## src/rtl/wbs_pkg.sv

```systemverilog
package wbs_pkg;

  // Outcome of one lane's claim attempt in the current cycle.
  typedef enum logic [1:0] {
    LN_IDLE   = 2'd0,
    LN_ONTIME = 2'd1,
    LN_LATE   = 2'd2,
    LN_DROP   = 2'd3
  } lane_fate_e;

  // A drained port is result-ready when it holds a live entry.
  function automatic logic port_ready(input logic occupied, input logic squashed);
    return occupied & ~squashed;
  endfunction

  // A drained port wakes dependents only if the entry executed.
  function automatic logic port_wake(input logic occupied, input logic squashed,
                                     input logic executed);
    return occupied & ~squashed & executed;
  endfunction

  function automatic logic fate_claims(input lane_fate_e f);
    return (f == LN_ONTIME) || (f == LN_LATE);
  endfunction

endpackage

```

## src/rtl/wbs_alloc.sv

```systemverilog
module wbs_alloc
  import wbs_pkg::*;
#(
  parameter int LANES = 4,
  parameter int WB_W  = 2,
  parameter int DEPTH = 5,
  parameter int CNT_W = 2,
  parameter int POS_W = 3,
  parameter int WAY_W = 1
) (
  input  logic [LANES-1:0]             req_v,
  input  logic [DEPTH-1:0][CNT_W-1:0]  pos_cnt,
  output logic [LANES-1:0][POS_W-1:0]  lane_pos,
  output logic [LANES-1:0][WAY_W-1:0]  lane_way,
  output lane_fate_e [LANES-1:0]       lane_fate
);

  // Sequential first-fit over lanes: each lane sees earlier lanes' claims.
  always_comb begin : first_fit
    logic [DEPTH-1:0][CNT_W-1:0] run;
    logic found;
    run = pos_cnt;
    found = 1'b0;
    for (int l = 0; l < LANES; l++) begin
      lane_pos[l]  = '0;
      lane_way[l]  = '0;
      lane_fate[l] = LN_IDLE;
      found = 1'b0;
      if (req_v[l]) begin
        for (int p = 0; p < DEPTH; p++) begin
          if (!found && (run[p] < CNT_W'(WB_W))) begin
            found       = 1'b1;
            lane_pos[l] = POS_W'(p);
            lane_way[l] = WAY_W'(run[p]);
            run[p]      = run[p] + 1'b1;
          end
        end
        if (!found)
          lane_fate[l] = LN_DROP;
        else if (lane_pos[l] == '0)
          lane_fate[l] = LN_ONTIME;
        else
          lane_fate[l] = LN_LATE;
      end
    end
  end

endmodule

```

## src/rtl/wbs_window.sv

```systemverilog
module wbs_window
  import wbs_pkg::*;
#(
  parameter int LANES = 4,
  parameter int WB_W  = 2,
  parameter int DEPTH = 5,
  parameter int TAG_W = 6,
  parameter int CNT_W = 2,
  parameter int POS_W = 3,
  parameter int WAY_W = 1
) (
  input  logic                               clk,
  input  logic                               rst_n,
  input  logic [LANES-1:0][POS_W-1:0]        lane_pos,
  input  logic [LANES-1:0][WAY_W-1:0]        lane_way,
  input  lane_fate_e [LANES-1:0]             lane_fate,
  input  logic [LANES-1:0][TAG_W-1:0]        lane_tag,
  input  logic [LANES-1:0]                   lane_sq,
  input  logic [LANES-1:0]                   lane_ex,
  output logic [DEPTH-1:0][CNT_W-1:0]        pos_cnt,
  output logic [CNT_W-1:0]                   head_cnt,
  output logic [WB_W-1:0][TAG_W-1:0]         head_tag,
  output logic [WB_W-1:0]                    head_sq,
  output logic [WB_W-1:0]                    head_ex,
  output logic                               win_empty
);

  // Slot 0 drains this cycle; slot i+1 becomes slot i at the next edge.
  logic [DEPTH-1:0][CNT_W-1:0]            cnt_q,  cnt_n,  sh_cnt;
  logic [DEPTH-1:0][WB_W-1:0][TAG_W-1:0]  tag_q,  tag_n,  sh_tag;
  logic [DEPTH-1:0][WB_W-1:0]             sq_q,   sq_n,   sh_sq;
  logic [DEPTH-1:0][WB_W-1:0]             ex_q,   ex_n,   sh_ex;

  for (genvar gi = 0; gi < DEPTH; gi++) begin : g_shift
    if (gi < DEPTH - 1) begin : g_mid
      assign sh_cnt[gi] = cnt_q[gi+1];
      assign sh_tag[gi] = tag_q[gi+1];
      assign sh_sq[gi]  = sq_q[gi+1];
      assign sh_ex[gi]  = ex_q[gi+1];
    end else begin : g_far
      // Slot re-entering at the far end starts empty.
      assign sh_cnt[gi] = '0;
      assign sh_tag[gi] = '0;
      assign sh_sq[gi]  = '0;
      assign sh_ex[gi]  = '0;
    end
  end

  assign pos_cnt   = sh_cnt;
  assign head_cnt  = cnt_q[0];
  assign head_tag  = tag_q[0];
  assign head_sq   = sq_q[0];
  assign head_ex   = ex_q[0];
  assign win_empty = (cnt_q == '0);

  always_comb begin : merge_claims
    cnt_n = sh_cnt;
    tag_n = sh_tag;
    sq_n  = sh_sq;
    ex_n  = sh_ex;
    for (int i = 0; i < DEPTH; i++) begin
      for (int l = 0; l < LANES; l++) begin
        if (fate_claims(lane_fate[l]) && (lane_pos[l] == POS_W'(i))) begin
          tag_n[i][lane_way[l]] = lane_tag[l];
          sq_n[i][lane_way[l]]  = lane_sq[l];
          ex_n[i][lane_way[l]]  = lane_ex[l];
          cnt_n[i]              = cnt_n[i] + 1'b1;
        end
      end
    end
  end

  always_ff @(posedge clk or negedge rst_n) begin
    if (!rst_n) begin
      cnt_q <= '0;
      tag_q <= '0;
      sq_q  <= '0;
      ex_q  <= '0;
    end else begin
      cnt_q <= cnt_n;
      tag_q <= tag_n;
      sq_q  <= sq_n;
      ex_q  <= ex_n;
    end
  end

endmodule

```

## src/rtl/wbs_drain.sv

```systemverilog
module wbs_drain
  import wbs_pkg::*;
#(
  parameter int WB_W  = 2,
  parameter int TAG_W = 6,
  parameter int CNT_W = 2
) (
  input  logic [CNT_W-1:0]             head_cnt,
  input  logic [WB_W-1:0][TAG_W-1:0]   head_tag,
  input  logic [WB_W-1:0]              head_sq,
  input  logic [WB_W-1:0]              head_ex,
  output logic [WB_W-1:0]              port_rdy,
  output logic [WB_W-1:0]              port_wake,
  output logic [WB_W-1:0][TAG_W-1:0]   port_tag
);

  for (genvar gj = 0; gj < WB_W; gj++) begin : g_port
    logic occupied;
    assign occupied      = CNT_W'(gj) < head_cnt;
    assign port_rdy[gj]  = port_ready(occupied, head_sq[gj]);
    assign port_wake[gj] = wbs_pkg::port_wake(occupied, head_sq[gj], head_ex[gj]);
    assign port_tag[gj]  = port_rdy[gj] ? head_tag[gj] : '0;
  end

endmodule

```

## src/rtl/wb_slot_alloc.sv

```systemverilog
module wb_slot_alloc
  import wbs_pkg::*;
#(
  parameter int LANES = 4,
  parameter int WB_W  = 2,
  parameter int DEPTH = 5,
  parameter int TAG_W = 6
) (
  input  logic                     clk,
  input  logic                     rst_n,
  input  logic [LANES-1:0]         cmp_v,
  input  logic [LANES*TAG_W-1:0]   cmp_tag,
  input  logic [LANES-1:0]         cmp_sq,
  input  logic [LANES-1:0]         cmp_ex,
  output logic [WB_W-1:0]          wb_ready,
  output logic [WB_W-1:0]          wb_wake,
  output logic [WB_W*TAG_W-1:0]    wb_tag,
  output logic [LANES-1:0]         late_o,
  output logic                     ovf_o
);

  localparam int CNT_W = $clog2(WB_W + 1);
  localparam int POS_W = (DEPTH > 1) ? $clog2(DEPTH) : 1;
  localparam int WAY_W = (WB_W > 1) ? $clog2(WB_W) : 1;

  logic [LANES-1:0][TAG_W-1:0]   lane_tag;
  logic [LANES-1:0][POS_W-1:0]   lane_pos;
  logic [LANES-1:0][WAY_W-1:0]   lane_way;
  lane_fate_e [LANES-1:0]        lane_fate;
  logic [DEPTH-1:0][CNT_W-1:0]   pos_cnt;
  logic [CNT_W-1:0]              head_cnt;
  logic [WB_W-1:0][TAG_W-1:0]    head_tag;
  logic [WB_W-1:0]               head_sq;
  logic [WB_W-1:0]               head_ex;
  logic [WB_W-1:0][TAG_W-1:0]    port_tag;
  logic                          win_empty;
  logic                          miss_any;
  logic                          ovf_q;

  assign lane_tag = cmp_tag;

  wbs_alloc #(
    .LANES(LANES), .WB_W(WB_W), .DEPTH(DEPTH),
    .CNT_W(CNT_W), .POS_W(POS_W), .WAY_W(WAY_W)
  ) u_alloc (
    .req_v     (cmp_v),
    .pos_cnt   (pos_cnt),
    .lane_pos  (lane_pos),
    .lane_way  (lane_way),
    .lane_fate (lane_fate)
  );

  wbs_window #(
    .LANES(LANES), .WB_W(WB_W), .DEPTH(DEPTH), .TAG_W(TAG_W),
    .CNT_W(CNT_W), .POS_W(POS_W), .WAY_W(WAY_W)
  ) u_window (
    .clk       (clk),
    .rst_n     (rst_n),
    .lane_pos  (lane_pos),
    .lane_way  (lane_way),
    .lane_fate (lane_fate),
    .lane_tag  (lane_tag),
    .lane_sq   (cmp_sq),
    .lane_ex   (cmp_ex),
    .pos_cnt   (pos_cnt),
    .head_cnt  (head_cnt),
    .head_tag  (head_tag),
    .head_sq   (head_sq),
    .head_ex   (head_ex),
    .win_empty (win_empty)
  );

  wbs_drain #(
    .WB_W(WB_W), .TAG_W(TAG_W), .CNT_W(CNT_W)
  ) u_drain (
    .head_cnt  (head_cnt),
    .head_tag  (head_tag),
    .head_sq   (head_sq),
    .head_ex   (head_ex),
    .port_rdy  (wb_ready),
    .port_wake (wb_wake),
    .port_tag  (port_tag)
  );

  assign wb_tag = port_tag;

  always_comb begin
    miss_any = 1'b0;
    for (int l = 0; l < LANES; l++) begin
      late_o[l] = (lane_fate[l] == LN_LATE);
      if (lane_fate[l] == LN_DROP) miss_any = 1'b1;
    end
  end

  always_ff @(posedge clk or negedge rst_n) begin
    if (!rst_n) ovf_q <= 1'b0;
    else        ovf_q <= ovf_q | miss_any;
  end

  assign ovf_o = ovf_q;

endmodule

```

## config.mk

```make
export PLATFORM = sky130hd
export DESIGN_NAME = wb_slot_alloc
export DESIGN_NICKNAME = d
export VERILOG_FILES = /design/src/rtl/wbs_pkg.sv /design/src/rtl/wbs_alloc.sv /design/src/rtl/wbs_window.sv /design/src/rtl/wbs_drain.sv /design/src/rtl/wb_slot_alloc.sv
export SDC_FILE = /design/constraint.sdc
export NUM_CORES = 1
export LEC_CHECK = 0
export BUFFER_PORTS_ARGS = -buffer_cell sky130_fd_sc_hd__buf_4
export CAP_MARGIN = 5
export CORE_MARGIN = 1.5
export CORE_UTILIZATION = 55
export DETAILED_ROUTE_END_ITERATION = 6
export PLACE_DENSITY_LB_ADDON = 0.3
export RECOVER_POWER = 25
export SLEW_MARGIN = 20
export SYNTH_ARGS = -nofsm -noshare
export SYNTH_HDL_FRONTEND = slang
export SYNTH_HIERARCHICAL = 1
export SYNTH_SLANG_ARGS = --single-unit
```

## constraint.sdc

```tcl
create_clock -name clk -period 7.4 [get_ports clk]
set_clock_uncertainty 0.05 [all_clocks]
set_input_delay 1.11 -clock clk [delete_from_list [all_inputs] [get_ports clk]]
set_output_delay 1.11 -clock clk [all_outputs]
set_load 0.02 [all_outputs]
```

Word level (Yosys, flattened, before mapping)
Index checks and enable logic that the tools add are counted.
- add/subtract/negate cells: 29
- magnitude comparators: 29
- equal/unequal tests: 28
- multiplexer cells: 276
- bitwise logic cells: 10
- reductions and logical operators: 66
- operators by type and width (kind ; number):
    two-way mux 12 bit ; 20
    bitwise mux 12 bit ; 19
    two-way mux 2 bit ; 93
    two-way mux 1 bit ; 77
    bitwise mux 2 bit ; 38
    adder 2 x 1 -> 2 bit (second input constant) ; 27
    logical AND 1 bit ; 39
    less-than comparator 2 bit (second input constant) ; 18
    two-way mux 3 bit ; 12
    two-way mux 6 bit ; 6
    demux 6 bit (select 1 bit) ; 4
    equality test 3 x 2 -> 1 bit (second input constant) ; 8
    logical NOT 3 bit ; 8
    two-way mux 10 bit ; 2
    equality test 2 bit (second input constant) ; 8
    logical NOT 1 bit ; 15
    bitwise AND 12 bit ; 1
    equality test 3 x 1 -> 1 bit (second input constant) ; 4
    equality test 3 bit (second input constant) ; 4
    less-than comparator 1 x 2 -> 1 bit (second input constant) ; 5
    two-way mux 9 bit ; 1
    equality test 2 x 1 -> 1 bit (second input constant) ; 4
    adder 1 x 1 -> 2 bit (second input constant) ; 2
    bitwise AND 1 bit ; 4
    other kinds (7) ; 19
- flip-flop bits (word level): 91
- output and inout bits: 21
- logic and storage cells: 464

Longest topological paths before layout
Gate-level depths: netlist of run 1.
- depth in word-level cells: 82
- depth in mapped cells: 24
- mapped depth without buffers: 19

Cells and area by module
Netlist of run 1, hierarchy kept.
- modules (own cells, without submodules) (module ; instances ; cells an instance ; area an instance (um^2) ; sequential area each (um^2)):
    wbs_window ; 1 ; 868 ; 6835.3 ; 2252.2
    wbs_alloc ; 1 ; 195 ; 1261.2 ; 0.0
    wbs_drain ; 1 ; 16 ; 120.1 ; 0.0
    wb_slot_alloc ; 1 ; 8 ; 71.3 ; 25.0

Worst setup path after synthesis of run 1
OpenSTA, ideal clock, no wires.
- path type: in2reg
- start: input cmp_v[0]
- end: register u_window.tag_q (netlist bit u_window/sh_tag[27])
- setup time: 121 ps
- arrival: 4724 ps
- data required time: 7229 ps
- path slack: 2504 ps
- stages on the path: 23
- cell sequence: buf_2 > clkbuf_1 > nor2_1 > a21oi_1 > inv_1 > ha_1 > nand2b_1 > o31ai_4 > inv_2 > ha_1 > nor2_1 > nand2_1 > a211oi_1 > a31oi_1 > o21ai_0 > nor4_1 > a311oi_1 > clkbuf_1 > or4_1 > clkbuf_1 > clkbuf_1 > nand2_1 > o22a_1
- RTL lines (element ; line ; text):
    start, declared ; wb_slot_alloc.sv:11 ; input logic [LANES-1:0] cmp_v,
    end signal, assigned ; wbs_window.sv:81 ; tag_q <= tag_n;
    end, declared ; wbs_window.sv:30 ; logic [DEPTH-1:0][WB_W-1:0][TAG_W-1:0] tag_q, tag_n, sh_tag;

==> reports/results.tsv, run 1 <==
metric	value	unit
LEAKAGE	3.51	nW
HPWL after detailed placement	18400	um
failing checks	capacitance limit, slew limit	
layout cells sized above 1	11.9	%
post-CTS setup buffer count	0	
total power	1.64	mW
H-Tree Depth	3	
first-pass GRT wire length	42200	um
Worst setup SP type	register	
TritonCTS clock tree	done	
GR Overflow Total	0	
port bufs	58	
final wirelength	27400	um
Clock transition at path regs	70	ps
via count	8770	
CTS buffer count	9	
GRT Overall Usage	34.2	%
Worst R2R Start	u_window/pos_cnt[1]	
number of global-route vias before repair	7502	
root buffer cell	clkbuf_16	
DIE AREA	0.0158	mm2
cell row count	44	
met2 routed wirelength	11000	um
switching power	633	uW
max frequency	180	MHz
hold wc startpoint	ovf_o	
Final min period	5570	ps
clk_lat worst skew	350	ps
DR WL met3	4240	um
Worst Hold End	ovf_o	
Placeable Area	0.0146	mm2
drt wl/cell	22.1	um
area delta synth->final	7.37	%
Gate power share	38.5	%
routability congestion estimate	0.954	
remaining routing DRC violations	0	
critical path peak fanout	24	
via/cell ratio	7.06	
Worst Tran Pin Value	3630	ps
RSZ-0062 raised after global routing	false	
Worst Hold Class	reg -> reg	
final setup vio count	0	
Fin Setup TNS	0	ps
sequential share of power	35.3	%
r2r worst-path depth	17	
crit path DAT	5760	ps
largest net degree at the start of global routing	70	
Initial DRC Count	1479	
Avg Cell Area, Syn	7.62	um2
# clock sinks	91	
Ys Warns	6	
Final Max Tran Viols	70	
Hold Path Depth	2	
Ports	59	
period utilization	75.3	%
Sw Share	38.6	%
Die Ht	126	um
Die X	126	um
max_slew headroom	-142	%
Layout Nets	1103	
R2R setup slack	1830	ps
max layer used	met4	
Post-Synthesis Cells	1085	
maximum vdd drop	0.144	mV
Antenna Violating Nets Remaining	0	
max_cap viols	1	
cell area after synthesis	0.00827	mm2
cts hold-fix bufs	0	
CP Class	reg -> reg	
first drt pass iteration count	6	
WHS	430	ps
Clock Path Buffers	2	
initial core utilization	56.7	%
Metal-1 WL	11400	um
Post-CTS Resized	0	
Power Dens Cells	185	mW/mm2
initial antenna violation count	0	
Clock power frac	26.1	%
Crit Reg-Reg Endpoint	u_window/ex_q[8]	
CP endpoint kind	register	
diode count	0	
Worst EP required	7590	ps
status	finished with violations	
Internal	1.01	mW
final hold violations	0	
[layout by cell type (no fill, tap or decap), types with 23 or more instances in the layout]
| master | n |
|---|---|
| nand3_1 | 57 |
| a31oi_1 | 101 |
| o211ai_1 | 52 |
| nor2_1 | 87 |
| inv_1 | 26 |
| mux2i_1 | 23 |
| buf_4 | 65 |
| nor4_1 | 51 |
| nand2_1 | 81 |
| a21oi_1 | 33 |
| and2_1 | 23 |
| dfrtp_1 | 91 |
| o21ai_0 | 90 |
[sequential cells by signal, summed over array words and instances, names as in the netlist]
| signal | cells |
|---|---|
| u_window/head_cnt | 2 |
| u_window/head_ex | 2 |
| u_window/ex_q | 8 |
| u_window/head_tag | 12 |
| u_window/pos_cnt | 8 |
| u_window/sh_sq | 8 |
| ovf_o | 1 |
| u_window/head_sq | 2 |
| u_window/sh_tag | 48 |
[final cells by class]
type	instances	area (um2)
Clock buffer	9	225
Multi-Input combinational cell	856	5500
Timing Repair Buffer	67	495
Sequential cell	91	2280
Fill cell	1291	5710
Tap cell	184	230
Clock inverter	7	51.3
Inverter	28	105
[how the worst max path moves through the flow]
stage | from | endpoint | depth (start not counted)
2_1_floorplan | cmp_v[0] | u_window/sh_tag[27] | 23
3_3_place_gp | cmp_v[0] | u_window/ex_q[8] | 17
3_5_place_dp | cmp_v[0] | u_window/ex_q[8] | 17
4_1_cts | u_window/pos_cnt[1] | u_window/ex_q[8] | 18
5_1_grt | u_window/pos_cnt[1] | u_window/sh_tag[38] | 18
6_report | u_window/pos_cnt[1] | u_window/ex_q[8] | 17
[power groups by stage]
stage / Clock (mW) / Combinational, mW / Sequential [mW]
5_1_grt: 0.456 / 0.680 / 0.588
6_report: 0.429 / 0.633 / 0.580
3_5_place_dp: 0 / 0.614 / 0.591
2_1_floorplan: 0 / 0.434 / 0.581
4_1_cts: 0.438 / 0.615 / 0.581
3_3_place_gp: 0 / 0.601 / 0.587
[per-stage QoR]
stage / utilization, % / instance area, um2 / instances / setup slack (ps)
floorplan: - / 8280 / 1086 / 2500
global route: 60.9 / 8880 / 1242 / 1240
detailed placement: 58.9 / 8600 / 1226 / 1930
global placement: 58.9 / 8590 / 1226 / 2080
CTS: 60.8 / 8870 / 1242 / 1960
finish: 60.9 / 8880 / 1242 / 1830
[critical path: stages, from the launching register on]
cell and delay (ps):
dfrtp_1 780, inv_1 210, ha_1 320, nand2_1 100
o21ai_0 170, ha_1 280, nand2b_1 170, o31ai_4 150
inv_2 160, a211oi_2 340, nand3_1 230, o21ai_0 280
a21oi_1 170, xor2_1 530, nand3_1 460, nor2_1 640
a21oi_1 160, a22o_1 240
[layer usage]
| metal | vias to the layer above | track usage (%) |
|---|---|---|
| li1 | 4026 | - |
| met1 | 3989 | 51.7 |
| met2 | 680 | 47.8 |
| met3 | 75 | 8.62 |
| met4 | 0 | 10.9 |
| met5 | - | 0 |
Power figures use the tool's default switching activity.
==> run 2, diff against run 1 <==
==> constraint.sdc (replaced) <==
create_clock -name clk -period 4.53 [get_ports clk]
set_clock_uncertainty 0.05 [all_clocks]
set_input_delay 0.6795 -clock clk [delete_from_list [all_inputs] [get_ports clk]]
set_output_delay 0.6795 -clock clk [all_outputs]
set_load 0.02 [all_outputs]
==> run 2 against run 1 <==
The flow still finishes with violations (capacitance limit, slew limit). Sequential share of layout area shrank 0.93 points. Largest power group unchanged. Worst hold slack gained 4.8 ps. Critical endpoint is now u_window/sh_tag[29]. Die area is the same. Via count grew 1.6%. Worst setup slack lost 1500 ps. Non-clock buffer count grew 33. Utilization grew 2.3 points. Combinational power grew 75%. Wire length grew 3.9%. Register-to-register slack lost 1500 ps. Final cell count grew 2.7%. Cell area grew 3.8%.
==> reports/results.tsv, run 2 (synthesis results as in run 1) <==
metric	value	unit
status	finished with violations	
failing checks	capacitance limit, slew limit	
first-pass GRT wire length	43300	um
Die Ht	126	um
final wirelength	28500	um
period utilization	93.6	%
# clock sinks	91	
remaining routing DRC violations	0	
final hold violations	0	
cell row count	44	
TritonCTS clock tree	done	
hold wc startpoint	ovf_o	
R2R setup slack	290	ps
max frequency	236	MHz
H-Tree Depth	3	
Power Dens Cells	307	mW/mm2
Clock Path Buffers	2	
Worst Hold Class	reg -> reg	
Register Area	0.00228	mm2
GR Overflow Total	0	
root buffer cell	clkbuf_16	
via count	8912	
layout cells sized above 1	15.7	%
Worst R2R Start	u_window/pos_cnt[1]	
design area	0.00922	mm2
diode count	0	
Layout Nets	1136	
crit path DAT	4430	ps
critical path peak fanout	16	
clk_lat worst skew	360	ps
Ports	59	
largest net degree at the start of global routing	59	
CTS buffer count	9	
r2r worst-path depth	17	
Placeable Area	0.0146	mm2
area delta synth->final	11.4	%
sequential share of power	33.3	%
final setup vio count	0	
Sw Share	38.2	%
Crit Reg-Reg Endpoint	u_window/sh_tag[29]	
commonest non-fill, non-tap cell in the layout	a31oi_1	
Worst Hold End	ovf_o	
CP endpoint kind	register	
initial core utilization	56.7	%
switching power	1.08	mW
total power	2.83	mW
Largest register FFs	48	
routability congestion estimate	0.934	
Gate power share	39.2	%
drt wl/cell	22.3	um
Worst Setup SP	u_window/pos_cnt[1]	
RSZ-0062 raised after global routing	true	
via/cell ratio	6.99	
CP Class	reg -> reg	
maximum vdd drop	0.216	mV
Fin Setup TNS	0	ps
Worst EP required	4720	ps
HPWL after detailed placement	19200	um
GRT Overall Usage	35.3	%
Final min period	4240	ps
first drt pass iteration count	6	
placed cell area	0.00881	mm2
Worst setup SP type	register	
Clock power frac	27.5	%
Initial DRC Count	1448	
max_slew headroom	-100	%
number of global-route vias before repair	7827	
Die X	126	um
# fillers	1299	
DIE AREA	0.0158	mm2
commonest non-fill, non-tap cells in the layout	a31oi_1 (101), buf_4 (99), dfrtp_1 (91)	
Hold Path Depth	2	
Antenna Violating Nets Remaining	0	
area of the multi-input gates	0.00555	mm2
Clock transition at path regs	70	ps
port bufs	58	
Final Max Tran Viols	59	
Internal	1.75	mW
Worst Tran Pin Value	3000	ps
cts hold-fix bufs	0	
LEAKAGE	3.71	nW
max_cap viols	1	
initial antenna violation count	0	
==> run 2: changes by cell type in the layout (fill, tap and decap cells not counted), moves of 3 or more <==
| cell | delta |
|---|---|
| nand2_2 | +3 |
| nand2_1 | -3 |
| a21oi_2 | +3 |
| a21oi_1 | -3 |
| buf_4 | +34 |
==> run 2: metal layers <==
layer	vias to the layer above	track usage, %	part of all wire [%]
li1	4092	-	-
met1	4044	52.1	40
met2	685	50.9	41
met3	91	8.58	16
met4	0	10.9	3.2
met5	-	0	0
==> run 2: timing repair <==
item	4_1_cts	5_1_grt
endpoints found under the setup margin	0	88
buffers inserted	0	3
resized for setup	0	20
==> run 2: metrics by stage <==
stage / util [%] / hold slack [ps] / setup WS (ps) / instances
after global placement: 60.4 / 429 / -2.39 / 1256
after global routing: 63.2 / 480 / -22.6 / 1275
final: 63.2 / 435 / 289 / 1275
after floorplan: - / 334 / 64.9 / 1086
after CTS: 62.5 / 355 / 31.7 / 1272
after detailed placement: 60.4 / 422 / -111 / 1256
==> run 2: how the worst max path moves through the flow <==
stage                           to  cells after the start
6_report       u_window/sh_tag[29]                     17
5_1_grt          u_window/sh_sq[2]                     21
4_1_cts        u_window/sh_tag[35]                     20
3_5_place_dp   u_window/sh_tag[35]                     20
3_3_place_gp   u_window/sh_tag[26]                     20
2_1_floorplan  u_window/sh_tag[27]                     23
==> run 2: power by group through the flow <==
stage                     registers, mW  logic [mW]  clock network, mW
after floorplan                   0.949       0.709                  0
after global placement            0.956        1.02                  0
after detailed placement          0.963        1.05                  0
after CTS                         0.948        1.05              0.779
after global routing              0.955        1.19              0.817
final                             0.944        1.11              0.778
==> run 2: cell type report <==
| class | instances | area share, % |
|---|---|---|
| multi-input combinational | 856 | 60.3 |
| clock buffer | 10 | 2.48 |
| tap | 184 | 2.50 |
| timing repair buffer | 100 | 8.11 |
| clock inverter | 6 | 0.788 |
| sequential | 91 | 24.7 |
| inverter | 28 | 1.14 |
==> run 2: critical path, cell delays in order, from the launching register on <==
cell and delay [ps]:
dfrtp_1 350, inv_1 90, ha_1 280, nand2_1 110
o21ai_0 160, ha_1 240, nand2b_1 170, o31ai_4 160
inv_2 160, ha_1 290, o22ai_1 200, o21ai_1 120
buf_4 170, nor4b_2 300, a311oi_1 150, buf_4 220
or4_4 650, o22a_1 250
